==> src/rtl/txq_pkg.sv <==
package txq_pkg;
    typedef enum logic [1:0] {
        OCC_EMPTY = 2'd0,
        OCC_PART  = 2'd1,
        OCC_FULL  = 2'd2
    } occ_state_t;

    typedef enum logic [1:0] {
        LVL_ALL     = 2'b00,
        LVL_HALF    = 2'b01,
        LVL_3Q      = 2'b10,
        LVL_ONE     = 2'b11
    } lvl_code_t;
endpackage

==> src/rtl/txq_mem.sv <==
module txq_mem #(
    parameter int DATA_W    = 8,
    parameter int DEPTH_MAX = 16,
    localparam int PTR_W    = $clog2(DEPTH_MAX)
) (
    input  logic              clk,
    input  logic              rst_n,
    input  logic              flush,
    input  logic              deep,
    input  logic              push,
    input  logic              pull,
    input  logic [DATA_W-1:0] din,
    output logic [DATA_W-1:0] head
);
    logic [DATA_W-1:0] slots [DEPTH_MAX];
    logic [PTR_W-1:0]  wr_ptr;
    logic [PTR_W-1:0]  rd_ptr;
    logic [PTR_W-1:0]  last_idx;

    // Wrap point follows the selected capacity.
    assign last_idx = deep ? PTR_W'(DEPTH_MAX - 1) : PTR_W'(DEPTH_MAX / 2 - 1);

    always_ff @(posedge clk) begin
        if (push) begin
            slots[wr_ptr] <= din;
        end
    end

    always_ff @(posedge clk or negedge rst_n) begin
        if (!rst_n) begin
            wr_ptr <= '0;
            rd_ptr <= '0;
        end else if (flush) begin
            wr_ptr <= '0;
            rd_ptr <= '0;
        end else begin
            if (push) begin
                wr_ptr <= (wr_ptr == last_idx) ? '0 : wr_ptr + PTR_W'(1);
            end
            if (pull) begin
                rd_ptr <= (rd_ptr == last_idx) ? '0 : rd_ptr + PTR_W'(1);
            end
        end
    end

    assign head = slots[rd_ptr];
endmodule

==> src/rtl/txq_occ_fsm.sv <==
module txq_occ_fsm
    import txq_pkg::*;
#(
    parameter int DEPTH_MAX = 16,
    localparam int CNT_W    = $clog2(DEPTH_MAX + 1)
) (
    input  logic             clk,
    input  logic             rst_n,
    input  logic             flush,
    input  logic             wr_req,
    input  logic             rd_req,
    input  logic [CNT_W-1:0] cap,
    output logic             push,
    output logic             pull,
    output logic [CNT_W-1:0] count,
    output logic             empty,
    output logic             ready
);
    occ_state_t       state_q;
    occ_state_t       state_d;
    logic [CNT_W-1:0] count_d;

    // Acceptance: blocked side of the queue is dropped.
    always_comb begin
        push    = wr_req && (state_q != OCC_FULL) && !flush;
        pull    = rd_req && (state_q != OCC_EMPTY) && !flush;
        count_d = flush ? '0 : count + CNT_W'(push) - CNT_W'(pull);
    end

    // Next-state logic.
    always_comb begin
        state_d = state_q;
        if (flush) begin
            state_d = OCC_EMPTY;                     // FLUSH
        end else begin
            unique case (state_q)
                OCC_EMPTY: begin
                    if (push) begin
                        state_d = (count_d == cap) ? OCC_FULL : OCC_PART;   // LOAD
                    end
                end
                OCC_PART: begin
                    if (count_d == '0) begin
                        state_d = OCC_EMPTY;         // DRAIN
                    end else if (count_d == cap) begin
                        state_d = OCC_FULL;          // FILL
                    end
                end
                OCC_FULL: begin
                    if (pull) begin
                        state_d = OCC_PART;          // RELEASE
                    end
                end
                default: state_d = OCC_EMPTY;
            endcase
        end
    end

    // State register.
    always_ff @(posedge clk or negedge rst_n) begin
        if (!rst_n) begin
            state_q <= OCC_EMPTY;
            count   <= '0;
        end else begin
            state_q <= state_d;
            count   <= count_d;
        end
    end

    // Output decode.
    always_comb begin
        empty = 1'b0;
        ready = 1'b1;
        unique case (state_q)
            OCC_EMPTY: empty = 1'b1;
            OCC_PART:  ;
            OCC_FULL:  ready = 1'b0;
            default:   empty = 1'b1;
        endcase
    end
endmodule

==> src/rtl/txq_level.sv <==
module txq_level
    import txq_pkg::*;
#(
    parameter int DEPTH_MAX = 16,
    localparam int CNT_W    = $clog2(DEPTH_MAX + 1)
) (
    input  logic [CNT_W-1:0] cap,
    input  logic [CNT_W-1:0] free_cnt,
    input  logic [1:0]       code,
    input  logic             tx_en,
    output logic             irq
);
    logic [CNT_W-1:0] thr;

    // Threshold table scales with capacity: all, half, three quarters, one.
    always_comb begin
        unique case (lvl_code_t'(code))
            LVL_ALL:  thr = cap;
            LVL_HALF: thr = cap >> 1;
            LVL_3Q:   thr = cap - (cap >> 2);
            LVL_ONE:  thr = CNT_W'(1);
            default:  thr = cap;
        endcase
        irq = tx_en && (free_cnt >= thr);
    end
endmodule

==> src/rtl/txq_irq_top.sv <==
module txq_irq_top #(
    parameter int DATA_W    = 8,
    parameter int DEPTH_MAX = 16,
    localparam int CNT_W    = $clog2(DEPTH_MAX + 1)
) (
    input  logic              clk,
    input  logic              rst_n,
    input  logic              wr_en,
    input  logic [DATA_W-1:0] wr_data,
    input  logic              pop,
    input  logic              tx_en,
    input  logic              deep_sel,
    input  logic [1:0]        lvl_code,
    output logic [DATA_W-1:0] head_data,
    output logic [CNT_W-1:0]  free_cnt,
    output logic              empty,
    output logic              ready,
    output logic              irq
);
    logic             deep_q;
    logic             flush;
    logic             push;
    logic             pull;
    logic [CNT_W-1:0] count;
    logic [CNT_W-1:0] cap;

    always_ff @(posedge clk or negedge rst_n) begin
        if (!rst_n) begin
            deep_q <= 1'b0;
        end else begin
            deep_q <= deep_sel;
        end
    end

    assign flush    = deep_sel != deep_q;
    assign cap      = deep_q ? CNT_W'(DEPTH_MAX) : CNT_W'(DEPTH_MAX / 2);
    assign free_cnt = cap - count;

    txq_occ_fsm #(.DEPTH_MAX(DEPTH_MAX)) u_fsm (
        .clk    (clk),
        .rst_n  (rst_n),
        .flush  (flush),
        .wr_req (wr_en),
        .rd_req (pop),
        .cap    (cap),
        .push   (push),
        .pull   (pull),
        .count  (count),
        .empty  (empty),
        .ready  (ready)
    );

    txq_mem #(.DATA_W(DATA_W), .DEPTH_MAX(DEPTH_MAX)) u_mem (
        .clk   (clk),
        .rst_n (rst_n),
        .flush (flush),
        .deep  (deep_q),
        .push  (push),
        .pull  (pull),
        .din   (wr_data),
        .head  (head_data)
    );

    txq_level #(.DEPTH_MAX(DEPTH_MAX)) u_level (
        .cap      (cap),
        .free_cnt (free_cnt),
        .code     (lvl_code),
        .tx_en    (tx_en),
        .irq      (irq)
    );
endmodule

==> config.mk <==
export PLATFORM = sky130hd
export DESIGN_NAME = txq_irq_top
export DESIGN_NICKNAME = d
export VERILOG_FILES = /design/src/rtl/txq_pkg.sv /design/src/rtl/txq_mem.sv /design/src/rtl/txq_occ_fsm.sv /design/src/rtl/txq_level.sv /design/src/rtl/txq_irq_top.sv
export SDC_FILE = /design/constraint.sdc
export NUM_CORES = 1
export LEC_CHECK = 0
export BUFFER_PORTS_ARGS = -buffer_cell sky130_fd_sc_hd__buf_2
export CAP_MARGIN = 10
export CORE_MARGIN = 2
export CORE_UTILIZATION = 42
export DETAILED_ROUTE_END_ITERATION = 6
export HOLD_SLACK_MARGIN = 0.15
export PLACE_DENSITY = 0.55
export SYNTH_ARGS = -nofsm -noshare
export SYNTH_HDL_FRONTEND = slang
export SYNTH_HIERARCHICAL = 1
export SYNTH_SLANG_ARGS = --single-unit
==> constraint.sdc <==
create_clock -name clk -period 9.54 [get_ports clk]
set_input_delay 0.477 -clock clk [delete_from_list [all_inputs] [get_ports clk]]
set_output_delay 0.477 -clock clk [all_outputs]
set_load 0.005 [all_outputs]
==> results of run 1 <==
## power groups by stage
| stage | sequential, mW | combinational [mW] | clock (mW) |
|---|---|---|---|
| after floorplan | 0.728 | 0.252 | 0 |
| after global routing | 0.722 | 0.382 | 0.676 |
| final | 0.719 | 0.339 | 0.637 |
| after CTS | 0.719 | 0.342 | 0.648 |
| after detailed placement | 0.732 | 0.340 | 0 |
| after global placement | 0.732 | 0.330 | 0 |
## registers in the layout, indices dropped and copies added (netlist names)
register       flops
u_mem/wr_ptr       4
u_mem/slots      128
u_fsm/count        5
deep_q             1
u_mem/rd_ptr       4
u_fsm/state_q      2
## cell usage after synthesis (7+ instances only)
master    count  area (um2)
edfxtp_1    128        3840
mux2i_1      36         360
nor2_1       29         109
ha_1         24         300
inv_1        23        86.3
nand2_1      21        78.8
dfrtp_1      16         400
mux4_2       16         360
o21ai_0      12        60.1
a21oi_1       9        45.0
a221oi_1      8        70.1
a221oi_2      8         120
a22oi_1       8        60.1
nor3_1        8        40.0
xnor2_1       8        70.1
clkbuf_1      7        26.3
xor2_1        7        61.3
## cells by family (layout without fill, tap and decap cells)
group / Yosys count / after routing / synth area share, %
flops: 144 / 144 / 63.4
simple gates: 77 / 77 / 5.42
xor+xnor: 16 / 16 / 2.20
fa+ha+maj: 26 / 26 / 5.08
compound gates: 71 / 71 / 8.87
buf+inv: 51 / 101 / 4.26
mux: 52 / 52 / 10.8
other cells: 1 / 17 / 0.0560
## layer usage
layer,share of wire [%],up-vias,track usage (%)
li1,-,1773,-
met1,46,1878,24.0
met2,48,65,27.9
met3,3.6,23,4.22
met4,2.3,0,7.21
met5,0,-,0
## how the worst min path moves through the flow
stage / from / endpoint / cells after the start
floorplan: rst_n / deep_q / 0
global placement: rst_n / u_fsm/state_q[1] / 1
detailed placement: rst_n / u_fsm/state_q[0] / 1
CTS: deep_sel / deep_q / 1
global route: deep_sel / deep_q / 1
finish: deep_sel / deep_q / 1
## critical path, cell delays in order, from the launching register on
cell and delay [ns]:
dfrtp_1 0.52, xor2_1 0.20, buf_4 0.23, nor3b_1 0.68, ha_1 0.35, inv_1 0.05
ha_1 0.16, inv_1 0.07, fa_1 0.41, nand2b_1 0.17, a21oi_2 0.13, xnor2_1 0.14
a311oi_1 0.52, a21oi_1 0.18, o32ai_1 0.27
## repair_timing
action,in CTS,in global routing
hold endpoints to repair,16,0
setup buffers,0,0
hold buffers,1,0
## cell usage in the layout, fill, tap and decap left out, types with 5 or more instances in the layout
| cell type | instances |
|---|---|
| a221oi_1 | 8 |
| mux2i_1 | 36 |
| conb_1 | 17 |
| nor2_1 | 29 |
| xor2_1 | 7 |
| nand2b_1 | 5 |
| ha_1 | 24 |
| clkinv_4 | 5 |
| clkbuf_16 | 17 |
| a22oi_1 | 8 |
| nor3_1 | 8 |
| o21ai_0 | 12 |
| xnor2_1 | 8 |
| edfxtp_1 | 128 |
| a221oi_2 | 8 |
| mux4_2 | 16 |
| buf_4 | 7 |
| inv_1 | 23 |
| clkinv_1 | 5 |
| buf_2 | 31 |
| nand2_1 | 21 |
| dfrtp_1 | 15 |
| a21oi_1 | 9 |
## final cells by class
| class | count | area [um2] | area share (%) |
|---|---|---|---|
| flip-flops and latches | 144 | 4250 | 55.4 |
| clock buffers | 19 | 433 | 5.65 |
| repair buffers | 39 | 218 | 2.84 |
| multi-input cells | 259 | 2230 | 29.1 |
| inverters | 30 | 126 | 1.65 |
| clock inverters | 13 | 138 | 1.80 |
| well taps | 216 | 270 | 3.53 |
## stage by stage
stage,power (mW),setup WS (ns),std cells,util (%)
final,1.69,5.33,720,48.8
after global routing,1.78,4.97,720,48.8
after CTS,1.71,5.30,720,48.8
after detailed placement,1.07,5.29,687,45.1
after global placement,1.06,5.57,687,45.1
after floorplan,0.980,5.76,454,-
==> impl_metrics.tcl, run 1 <==
set metrics [dict create \
    relSlewSlack_pct 34.6 \
    r2r_slack_ns 5.33 \
    wl_per_cell_um 18.9 \
    startpoint "deep_q" \
    fin_nets 533 \
    cts_buffers 17 \
    fmax_mhz 238 \
    core_mm2 0.0157 \
    antenna_found_initial 0 \
    setup_viol 0 \
    p_leak_nw 2.68 \
    timing.hold.ws_ns 0.188 \
    worstSetupStartpointType "flip-flop" \
    routed_wl_um 13600 \
    n_fill_cell 1349 \
    outcome "complete, no violations" \
    switchingPower_uw 455 \
    rsz0062_at_grt "no" \
    postPlaceCellArea_mm2 0.00708 \
    row_count 46 \
    slew_viol_final 0 \
    crit_required_ns 9.84 \
    ctsResizeCount 0 \
    die_width_um 130 \
    r2r_end "u_fsm/state_q[1]" \
    clock_power_share_pct 37.6 \
    p_per_area_mw_per_mm2 221 \
    hpwl_um 8900 \
    synth_edf_count 128 \
    gp_congestion 0.798 \
    period_needed_ns 4.21 \
    ys_warn_count 6 \
    power.internal_mw 1.24 \
    drt-initial-drc-count 210 \
    period_share_pct 44.1 \
    firstDrtPassIters 4 \
    diodes 0 \
    syn_area_per_cell_um2 15.3 \
    ioPinCount 32 \
    ys_seq_area_share_pct 63.4 \
    num_vias 3739 \
    final-hold-violation-count 0 \
    ys_ff_latch 144 \
    root_buffer "clkbuf_16" \
    start_util_pct 42.6 \
    synth-main-ff-cell "edfxtp_1" \
    cts_num_sinks 144 \
    crit_path_max_fanout 25 \
    synthArstFlopShare_pct 11.1 \
    drive_gt1_share_pct 21.2 \
    clkLatencyLatePin_ns 0.42 \
    clockBufferDepth 2 \
    crit_path_end "u_fsm/state_q[1]" \
    worst_ep_arrival_time_ns 4.51 \
    cts_tree "built" \
    grt_pass1_wl_um 21700 \
    design_area_mm2 0.00766 \
    rr_worst_depth 14 \
    p_seq_share_pct 42.4 \
    via_per_inst 5.19 \
    worst_setup_path_end_kind "flip-flop" \
    grt_usage_pct 17.8 \
    syn-instance-count 438 \
    fp.dieH_um 130 \
    die_area_mm2 0.0170 \
    grt_max_degree 53 \
    tightestPinTransition_ns 0.977 \
    r2r-start "deep_q" \
    grt_pass1_vias 3747 \
    portBuffers 31 \
    switching_share_pct 26.8 \
    overflow 0 \
    hp-class "in -> reg" \
    postRouteAntennaNets 0 \
    clock_skew_ns 0.00730 \
    area_delta_synth_final_pct 14.4 \
    synth.distinct_cells 56 \
    combPwrFrac_pct 20.0 \
    remaining_drc_errors 0 \
    clkTransAtPathRegs_ns 0.06 \
    worstSetupPathType "reg -> reg" \
    irDropWorstVdd_mv 0.150 \
    syn_area_mm2 0.00670 \
    htree_levels 4 \
    drv_cap 0 \
    tns_ns 0 \
]
(Power assumes the default switching activity.)
==> run 2: changes to the inputs <==
Settings changed: ABC_AREA from default to 1.
Clock period 9.54 ns to 4 ns, I/O delays scaled along.
==> run 2 against run 1 <==
Against the previous run: first-iteration DRC count is 60% higher; cell area is 7.8% higher; total power grew to 2.8 times the previous value; synthesized area is 8.7% higher; wire length is 22% higher; synthesized cell count is 77% higher; clock skew is 0.0015 ns higher; sequential power is 140% higher; sequential cell count stayed put; largest cell class unchanged.
==> impl_metrics.tcl, run 2 <==
set metrics [dict create \
    cts_buffers 17 \
    top_register "u_mem/slots" \
    irDropWorstVdd_mv 0.308 \
    area_delta_synth_final_pct 13.4 \
    ys_ff_latch 144 \
    tns_ns 0 \
    postPlaceCellArea_mm2 0.00765 \
    n_fill_cell 1598 \
    grt_max_degree 84 \
    r2r_slack_ns 0.51 \
    fin_nets 867 \
    drv_cap 0 \
    ys_warn_count 6 \
    switchingPower_mw 1.58 \
    wl_per_cell_um 15.6 \
    clock_power_share_pct 32.9 \
    syn_area_mm2 0.00728 \
    tightestPinTransition_ns 1.04 \
    timing.hold.ws_ns 0.208 \
    p_leak_nw 3.61 \
    htree_levels 4 \
    r2r-start "deep_q" \
    largest_reg_flops 128 \
    num_vias 5152 \
    hpwl_um 11100 \
    relSlewSlack_pct 30.8 \
    grt_pass1_vias 5044 \
    ys_top_cells_by_area "edfxtp_1 53%, nand2_1 14%, dfrtp_1 5.5%, inv_1 5.1%, nor2_1 4.2%" \
    postRouteAntennaNets 0 \
    synthArstFlopShare_pct 11.1 \
    yosys.area.top_type_share_pct 52.8 \
    diodes 0 \
    clockBufferDepth 2 \
    rsz0062_at_grt "no" \
    layout_common_cells "272 x nand2_1, 128 x edfxtp_1, 99 x inv_1" \
    clkTransAtPathRegs_ns 0.06 \
    ioPinCount 32 \
    grt_pass1_wl_um 26600 \
    overflow 0 \
    synth.most_common_cell "nand2_1" \
    seqCellArea_mm2 0.00425 \
    fmax_mhz 287 \
    slew_viol_final 0 \
    cts_tree "built" \
    fp.dieH_um 136 \
    outcome "complete, no violations" \
    root_buffer "clkbuf_16" \
    core_mm2 0.0171 \
    synth_edf_count 128 \
    hold_depth 1 \
    multiInputGateArea_mm2 0.00255 \
    setup_viol 0 \
    clock_skew_ns 0.00878 \
    worst_ep_arrival_time_ns 3.80 \
    final-hold-violation-count 0 \
    antenna_found_initial 0 \
    synthTopCellsByCount "272 x nand2_1, 128 x edfxtp_1, 99 x inv_1, 81 x nor2_1, 59 x nand3_1" \
    final_common_cell "nand2_1" \
    crit_path_max_fanout 12 \
    syn_area_per_cell_um2 9.38 \
    grt_usage_pct 19.3 \
    p_per_area_mw_per_mm2 572 \
    portBuffers 31 \
    ys_seq_area_share_pct 58.3 \
    yosys.area.top_type "edfxtp_1" \
    design_area_mm2 0.00826 \
    firstDrtPassIters 5 \
    slowest_delay_ns 0.62 \
    drive_gt1_share_pct 11.8 \
    hold_path_end "u_mem/slots[8][6]" \
    dp_cells 1029 \
    worstSetupStartpointType "flip-flop" \
    switching_share_pct 33.3 \
    crit_required_ns 4.31 \
    p_seq_share_pct 37.2 \
    reg_top3 "u_mem/slots: 128 flops, u_fsm/count: 5 flops" \
    die_area_mm2 0.0184 \
    synth-main-ff-cell "edfxtp_1" \
    cts_num_sinks 144 \
    fin_cells 1062 \
    worstSetupPathType "reg -> reg" \
    worstPathCellList "xor2_4, nor2_1, ha_1, inv_1, ha_1, inv_1, fa_1, inv_1, nand3_1, nand3_1, nand3_1, nand2_1, nand2_1, o21ai_0, nand2_1, nand3_1, nand2_1" \
    row_count 48 \
    hp-class "in -> reg" \
    startpoint "deep_q" \
    routed_wl_um 16600 \
    via_per_inst 4.85 \
    critical-path-slowest-cell "dfrtp_1" \
    period_share_pct 87.2 \
    r2r_end "u_fsm/state_q[0]" \
    start_util_pct 42.5 \
    period_needed_ns 3.49 \
    power.internal_mw 3.15 \
    die_width_um 136 \
    worst_setup_path_end_kind "flip-flop" \
    drt-initial-drc-count 336 \
    combPwrFrac_pct 29.8 \
    synth.distinct_cells 39 \
    hp-start "wr_data[6]" \
    remaining_drc_errors 0 \
    rr_worst_depth 17 \
    gp_congestion 0.869 \
    clkLatencyLatePin_ns 0.42 \
    syn-instance-count 776 \
]
-- run 2: layout make-up --
| class | instances | area share [%] |
|---|---|---|
| well taps | 225 | 3.41 |
| inverters | 108 | 4.94 |
| clock inverters | 13 | 1.76 |
| clock buffers | 18 | 5.20 |
| repair buffers | 37 | 2.48 |
| flip-flops and latches | 144 | 51.4 |
| multi-input cells | 517 | 30.8 |
-- run 2: kinds of logic after synthesis --
logic type	after synthesis	synth area share, %
xor gates and xnor gates	2	0.241
other	1	0.0515
AOI/OAI and AO/OA	30	2.70
and+or+nand+nor	443	26.3
DFF	144	58.3
adders and majority gates	26	4.67
buffers and inverters	130	7.78
-- run 2: worst max-delay path by stage --
stage	end	slack (ns)
floorplan	u_fsm/state_q[0]	0.83
global placement	u_fsm/state_q[0]	0.69
detailed placement	u_fsm/state_q[0]	0.44
CTS	u_fsm/state_q[0]	0.41
global route	u_fsm/state_q[0]	0.11
finish	u_fsm/state_q[0]	0.51
-- run 2: timing repair --
item,in CTS,in global routing
buffers inserted,0,0
endpoints found under the hold margin,17,0
hold buffers,2,0
setup endpoints to repair,0,1
resized for setup,0,1
-- run 2: metal layers --
metal	part of all wire, %	routed length [um]	track usage [%]
met1	46	7680	25.4
met2	48	7930	31.4
met3	3.9	655	4.15
met4	2.1	354	7.52
met5	0	0	0
-- run 2: per-stage QoR --
step / setup slack [ns] / util [%] / total power, mW
after floorplan: 0.827 / - / 2.80
after global placement: 0.691 / 44.7 / 3.14
after detailed placement: 0.435 / 44.7 / 3.19
after CTS: 0.408 / 48.2 / 4.75
after global routing: 0.106 / 48.3 / 5.01
final: 0.513 / 48.3 / 4.73
-- run 2: power by group through the flow --
stage | registers, mW | logic (mW) | clock network, mW
floorplan | 1.76 | 1.04 | 0
global placement | 1.79 | 1.35 | 0
detailed placement | 1.79 | 1.40 | 0
CTS | 1.76 | 1.40 | 1.58
global route | 1.77 | 1.59 | 1.65
finish | 1.76 | 1.41 | 1.56
-- run 2: critical path, delay by kind of cell, from the launching register on --
family	cells	cell delay [ns]
buffers and inverters	3	0.22
adders and majority gates	3	0.91
DFF	1	0.62
AOI/OAI and AO/OA	1	0.25
and+or+nand+nor	9	1.04
xor gates and xnor gates	1	0.33
